### src/rtl/pgw_pkg.sv
package pgw_pkg;

  typedef enum logic [2:0] {
    PGW_IDLE,
    PGW_ADDR,
    PGW_MID,
    PGW_ACKED,
    PGW_WRITE
  } pgwState_t;

  typedef struct packed {
    logic loadAddr;
    logic storeByte;
    logic clearMask;
    logic commit;
  } pgwStrobe_t;

endpackage

### src/rtl/pgw_ctrl.sv
module pgw_ctrl
  import pgw_pkg::*;
#(
  parameter int WRITE_CYCLES = 500000
) (
  input  logic       clk,
  input  logic       rstN,
  input  logic       startEv,
  input  logic       stopEv,
  input  logic       addrLoad,
  input  logic       byteDone,
  input  logic       ackDone,
  input  logic       inProt,
  output pgwStrobe_t strobe,
  output logic       busy,
  output logic       ackGrant
);
  localparam int TW = $clog2(WRITE_CYCLES + 1);

  pgwState_t state, nextState;
  logic [TW-1:0] timer;
  logic canTake;

  assign busy     = (state == PGW_WRITE);
  assign canTake  = (state == PGW_ADDR) || (state == PGW_ACKED);
  assign ackGrant = canTake && !inProt;

  always_comb begin
    nextState = state;
    strobe    = '0;
    case (state)
      PGW_WRITE: begin
        if (timer == '0) begin
          strobe.commit = 1'b1;
          nextState     = PGW_IDLE;
        end
      end
      default: begin
        if (startEv) begin
          strobe.clearMask = 1'b1;
          nextState        = PGW_IDLE;
        end else if (stopEv) begin
          if (state == PGW_ACKED) begin
            nextState = PGW_WRITE;
          end else begin
            strobe.clearMask = 1'b1;
            nextState        = PGW_IDLE;
          end
        end else if (addrLoad && state == PGW_IDLE) begin
          strobe.loadAddr  = 1'b1;
          strobe.clearMask = 1'b1;
          nextState        = PGW_ADDR;
        end else if (byteDone && ackGrant) begin
          strobe.storeByte = 1'b1;
          nextState        = PGW_MID;
        end else if (ackDone && state == PGW_MID) begin
          nextState = PGW_ACKED;
        end
      end
    endcase
  end

  always_ff @(posedge clk or negedge rstN) begin
    if (!rstN) begin
      state <= PGW_IDLE;
      timer <= '0;
    end else begin
      state <= nextState;
      if (state != PGW_WRITE && nextState == PGW_WRITE) begin
        timer <= TW'(WRITE_CYCLES - 1);
      end else if (busy && timer != '0) begin
        timer <= timer - 1'b1;
      end
    end
  end

  // the write cycle is entered only through a stop event
  assert_busy_from_stop_R6: assert property (@(posedge clk) disable iff (!rstN)
    (busy && !$past(busy)) |-> $past(stopEv));

  // a stop between a byte and its acknowledge never starts a write
  assert_abort_no_busy_R5: assert property (@(posedge clk) disable iff (!rstN)
    (stopEv && state == PGW_MID) |=> !busy);

  // no staging activity while the write cycle runs
  assert_busy_no_store_R7: assert property (@(posedge clk) disable iff (!rstN)
    busy |-> (!strobe.storeByte && !strobe.loadAddr && !ackGrant));

endmodule

### src/rtl/pgw_datapath.sv
module pgw_datapath
  import pgw_pkg::*;
#(
  parameter int ADDR_W = 8,
  parameter int PAGE_W = 6
) (
  input  logic              clk,
  input  logic              rstN,
  input  pgwStrobe_t        strobe,
  input  logic [ADDR_W-1:0] addrIn,
  input  logic [7:0]        byteIn,
  input  logic [ADDR_W-1:0] protBase,
  input  logic [ADDR_W-1:0] protLimit,
  input  logic [ADDR_W-1:0] rdAddr,
  output logic              inProt,
  output logic [7:0]        rdData
);
  localparam int PAGE_BYTES = 1 << PAGE_W;
  localparam int MEM_BYTES  = 1 << ADDR_W;
  localparam int PAGE_BITS  = ADDR_W - PAGE_W;

  logic [ADDR_W-1:0]     ptr;
  logic [PAGE_W-1:0]     slot;
  logic [PAGE_BITS-1:0]  pageSel;
  logic [7:0]            pageBuf [PAGE_BYTES];
  logic [PAGE_BYTES-1:0] mask;
  logic [7:0]            arr [MEM_BYTES];

  assign slot    = ptr[PAGE_W-1:0];
  assign pageSel = ptr[ADDR_W-1:PAGE_W];
  assign inProt  = (ptr >= protBase) && (ptr <= protLimit);
  assign rdData  = arr[rdAddr];

  // Pointer: page bits only change on an address load
  always_ff @(posedge clk or negedge rstN) begin
    if (!rstN) begin
      ptr <= '0;
    end else if (strobe.loadAddr) begin
      ptr <= addrIn;
    end else if (strobe.storeByte) begin
      ptr[PAGE_W-1:0] <= slot + PAGE_W'(1);
    end
  end

  // Staging buffer and loaded mask
  always_ff @(posedge clk or negedge rstN) begin
    if (!rstN) begin
      mask <= '0;
      for (int i = 0; i < PAGE_BYTES; i++) pageBuf[i] <= '0;
    end else if (strobe.clearMask || strobe.commit) begin
      mask <= '0;
    end else if (strobe.storeByte) begin
      pageBuf[slot] <= byteIn;
      mask[slot]    <= 1'b1;
    end
  end

  // Array: loaded slots copied at the end of the write cycle
  always_ff @(posedge clk or negedge rstN) begin
    if (!rstN) begin
      for (int i = 0; i < MEM_BYTES; i++) arr[i] <= '0;
    end else if (strobe.commit) begin
      for (int i = 0; i < PAGE_BYTES; i++) begin
        if (mask[i]) arr[{pageSel, PAGE_W'(i)}] <= pageBuf[i];
      end
    end
  end

  // in-page bits advance with wrap, page bits hold
  assert_wrap_in_page_R1: assert property (@(posedge clk) disable iff (!rstN)
    strobe.storeByte |=> ((ptr[PAGE_W-1:0] == PAGE_W'($past(ptr[PAGE_W-1:0]) + 1))
                          && $stable(ptr[ADDR_W-1:PAGE_W])));

  // control never stores into a protected address
  assert_prot_no_store_R8: assert property (@(posedge clk) disable iff (!rstN)
    strobe.storeByte |-> !inProt);

  // staged bytes are consumed by the commit
  assert_commit_clears_R4: assert property (@(posedge clk) disable iff (!rstN)
    strobe.commit |=> (mask == '0));

endmodule

### src/rtl/page_commit_ctrl.sv
module page_commit_ctrl
  import pgw_pkg::*;
#(
  parameter int ADDR_W       = 8,
  parameter int PAGE_W       = 6,
  parameter int WRITE_CYCLES = 500000
) (
  input  logic              clk,
  input  logic              rstN,
  input  logic              startEv,
  input  logic              stopEv,
  input  logic              addrLoad,
  input  logic [ADDR_W-1:0] addrIn,
  input  logic              byteDone,
  input  logic [7:0]        byteIn,
  input  logic              ackDone,
  input  logic [ADDR_W-1:0] protBase,
  input  logic [ADDR_W-1:0] protLimit,
  input  logic [ADDR_W-1:0] rdAddr,
  output logic [7:0]        rdData,
  output logic              busy,
  output logic              ackGrant
);
  pgwStrobe_t strobe;
  logic inProt;

  pgw_ctrl #(.WRITE_CYCLES(WRITE_CYCLES)) ctrl (
    .clk(clk), .rstN(rstN), .startEv(startEv), .stopEv(stopEv),
    .addrLoad(addrLoad), .byteDone(byteDone), .ackDone(ackDone),
    .inProt(inProt), .strobe(strobe), .busy(busy), .ackGrant(ackGrant)
  );

  pgw_datapath #(.ADDR_W(ADDR_W), .PAGE_W(PAGE_W)) dp (
    .clk(clk), .rstN(rstN), .strobe(strobe), .addrIn(addrIn),
    .byteIn(byteIn), .protBase(protBase), .protLimit(protLimit),
    .rdAddr(rdAddr), .inProt(inProt), .rdData(rdData)
  );

endmodule

### config.mk
export PLATFORM = sky130hd
export DESIGN_NAME = page_commit_ctrl
export DESIGN_NICKNAME = d
export VERILOG_FILES = /design/src/rtl/pgw_pkg.sv /design/src/rtl/pgw_ctrl.sv /design/src/rtl/pgw_datapath.sv /design/src/rtl/page_commit_ctrl.sv
export SDC_FILE = /design/constraint.sdc
export NUM_CORES = 2
export LEC_CHECK = 0
export CAP_MARGIN = 10
export CORE_ASPECT_RATIO = 2
export CORE_MARGIN = 2
export CORE_UTILIZATION = 35
export DETAILED_ROUTE_END_ITERATION = 12
export HOLD_SLACK_MARGIN = 0.05
export PLACE_DENSITY_LB_ADDON = 0.2
export SLEW_MARGIN = 0
export SYNTH_ARGS = -nofsm -noshare
export SYNTH_HDL_FRONTEND = slang
export SYNTH_SLANG_ARGS = --single-unit
### constraint.sdc
create_clock -name clk -period 3.66 [get_ports clk]
set_input_delay 0.549 -clock clk [delete_from_list [all_inputs] [get_ports clk]]
set_output_delay 0.549 -clock clk [all_outputs]
set_load 0.05 [all_outputs]
==> impl_metrics.toml <==
[outcome]
run_status = "complete, but fails checks"
violations = "negative setup slack"

[route]
met3_length_um = 21410
via_count = 74081
drt_iter0_markers = 5310
routed_wirelength_um = 498400
dr.pass1.iters = 5
highest_layer = "met5"
m1WireLength_um = 161600
wl_met2_um = 257300
wl_per_cell_um = 38.66
viasPerCell = 5.746
drc = 0
drt.antenna.violating_nets = 0

[sta]
setup_slack_ns = -0.9099
tightest_slew_ns = 1.247
setup_viol_count_final = 8
slew_violations = 0
hold_slack_ns = 0.07606
slew_headroom = 0.1653
rsz0062_at_grt = "true"
max_freq_ghz = 0.2188
hold_viol = 0
tns_ns = -3.820
fin_crit_ns = 4.570
finalCritPeriodShare = 1.249
clock_skew_ns = 0.05712

[floorplanning]
die-area_um2 = 347900
initial_core_util = 0.3510
fp-row-count = 304
fp.dieH_um = 832.1
io_pins = 57
die_w_um = 418.1
coreArea_um2 = 341900

[yosys]
synth_ff_type = "dfrtp_1"
ys_ff_latch = 2654
async_reset_ff_frac = 1.000
synth_top_cell_area_share = 0.5534
syn_area_um2 = 120000
synth_edf_count = 0
yosysMostFrequentCell = "dfrtp_1"
yosysUniqueCellTypes = 87
yosysWarnings = 0
synthCells = 7552
syn_nets = 7617
synth_area_leaders = "dfrtp_1 55%, mux2_2 16%, mux4_2 8.1%"
synth_top_area_cell = "dfrtp_1"
avgSynthCellArea_um2 = 15.89
ys_seq_area_frac = 0.5534
yosys-top-cells-count = "2,654 x dfrtp_1, 1,757 x mux2_2, 582 x mux2_1, 433 x mux4_2, 248 x mux2_4"

[worst_setup_path]
crit_top_cell = "a211oi_4"
path_class = "reg -> out"
worstPathCellList = "mux2i_4 -> a22oi_2 -> buf_4 -> o311ai_4 -> a211oi_4 -> buf_6 -> a211oi_4 -> nor4_4 -> buf_12"
crit_path_max_incr_delay_ns = 0.72
cp.arrival_ns = 4.02
crit_path_end_kind = "output pin"
required_ns = 3.11
critPathLaunchType = "flip-flop"
crit_fanout = 2
worst_path_max_delay_cell = "a22oi_2"

[global_routing]
antenna_found_initial = 51
first_global_vias = 79572
grt_pass1_wl_um = 684100
gr-total-overflow = 0
grt_max_degree = 142
grtUsageTotal = 0.2861

[clocking]
cts_buffers = 242
path_clk_slew_ns = 0.07
cts_root_buf = "clkbuf_16"
cts_tree = "yes"
h-tree-depth = 4
clock_latency_ns = 0.96
clock_sinks = 2654
clk_path_buf_depth = 4

[pwr]
power.leakage_nw = 70.84
ir_worst_vdd_mv = 0.4639
power_w = 0.05952
p_per_area_nw_per_um2 = 420.4

[worst_hold_path]
worstHoldPathType = "in -> async"

[placement]
io_buffers = 56
placed_cells = 12373
gp_congestion = 1.018
dpl.hpwl_um = 377600

[final_layout]
drive_above_1_share = 0.4788
final_net_count = 8302
fillCellCount = 30984
finalNonFillerCells = 12893
synthToLayoutAreaGrowth_pct = 17.97

[flow_run]
maxCapViolCount = 0
-- final timing paths --
kind,start,end,slack (ns),depth (start not counted)
max in group asynchronous,rstN,dp.arr[1442],2.07,3
min,rstN,dp.arr[1584],0.08,2
max reg2reg,ctrl.timer[4],dp.arr[1835],0.19,8
max,dp.arr[1215],rdData[7],-0.91,9
min reg2reg,dp.arr[1139],dp.arr[1139],0.49,1
min in group clk,addrIn[7],dp.ptr[7],0.16,3
-- metrics by stage --
step / cell area, um^2 / worst slack (ns) / utilization
global route: 141500 / -0.8356 / 0.4139
detailed placement: 131700 / -1.074 / 0.3851
floorplan: 120000 / 0.1523 / -
CTS: 140800 / -0.5541 / 0.4117
global placement: 131700 / -1.467 / 0.3851
finish: 141600 / -0.9099 / 0.4140
-- kinds of logic (layout without fill, tap and decap cells) --
logic type               after synthesis  after routing  synth area share
XOR/XNOR                              17             17          0.001241
AND/OR/NAND/NOR                      799            799           0.05341
other                                  0             28                 0
multiplexers                        3177           3177            0.3449
flip-flops                          2654           2654            0.5534
adder cells (fa/ha/maj)               18             18          0.001877
buffers and inverters                456           1332           0.02058
AO/OA/AOI/OAI                        431            431           0.02465
-- report_power, final --
part | switching [W] | internal [W] | total [W] | leakage (nW)
clock | 0.0121 | 0.0149 | 0.0271 | 4.02
sequential | 0 | 0.0293 | 0.0293 | 37.0
combinational | 0.00209 | 0.00102 | 0.00311 | 29.8
total | 0.0142 | 0.0453 | 0.0595 | 70.8
-- final cells by class --
type	count	area (um^2)	share of cell area
sequential	2654	66420	0.4691
multi-input combinational	4442	52020	0.3674
timing repair buffer	874	9259	0.06540
clock buffer	344	7061	0.04987
tap	4437	5552	0.03921
clock inverter	91	1111	0.007848
inverter	23	86.33	0.0006098
antenna	28	70.07	0.0004949
-- routing by layer --
metal	vias to the layer above	global-route usage
met1	40488	0.2836
met2	2507	0.5061
li1	29757	-
met3	1305	0.04436
met5	-	0
met4	24	0.2712
-- registers in the layout (all words and copies together), names as in the netlist --
signal and flops:
ctrl.state 3, ctrl.timer 19, dp.arr 2048, dp.mask 64
dp.pageBuf 512, dp.ptr 8
-- cell usage in the layout (no fill, tap or decap), drive strengths merged, types with 19 or more instances in the layout --
| master | synthesis | routed |
|---|---|---|
| nor2 | 59 | 59 |
| buf | 304 | 836 |
| a21oi | 75 | 75 |
| mux2 | 2587 | 2587 |
| dfrtp | 2654 | 2654 |
| nand4 | 172 | 172 |
| o221ai | 23 | 23 |
| clkbuf | 129 | 347 |
| mux4 | 433 | 433 |
| o22ai | 54 | 54 |
| inv | 23 | 30 |
| a221oi | 19 | 19 |
| bufinv | 0 | 22 |
| nand3 | 35 | 35 |
| clkdlybuf4s50 | 0 | 32 |
| nor3 | 45 | 45 |
| a21o | 29 | 29 |
| mux2i | 157 | 157 |
| a22oi | 68 | 68 |
| nor2b | 29 | 29 |
| nand2 | 334 | 334 |
| o21ai | 58 | 58 |
| a211oi | 30 | 30 |
| clkinv | 0 | 48 |
| or4 | 32 | 32 |
| o211ai | 21 | 21 |
| diode | 0 | 28 |
-- critical path, delay by kind of cell, from the launching register on --
kind | cells | cell delay (ns)
AOI/OAI and AO/OA | 4 | 1.24
and+or+nand+nor | 1 | 0.62
buffers and inverters | 3 | 0.63
muxes | 1 | 0.11
DFF | 1 | 0.43
-- timing repair --
item / 4_1_cts / 5_1_grt
buffers inserted: 17 / 45
pin swaps: 40 / 37
hold endpoints to repair: 234 / 0
endpoints found under the setup margin: 9 / 9
hold buffers: 1 / 0
cloned: 2 / 2
gates resized for setup: 159 / 63
No activity file was read; power rests on OpenSTA's default activity.
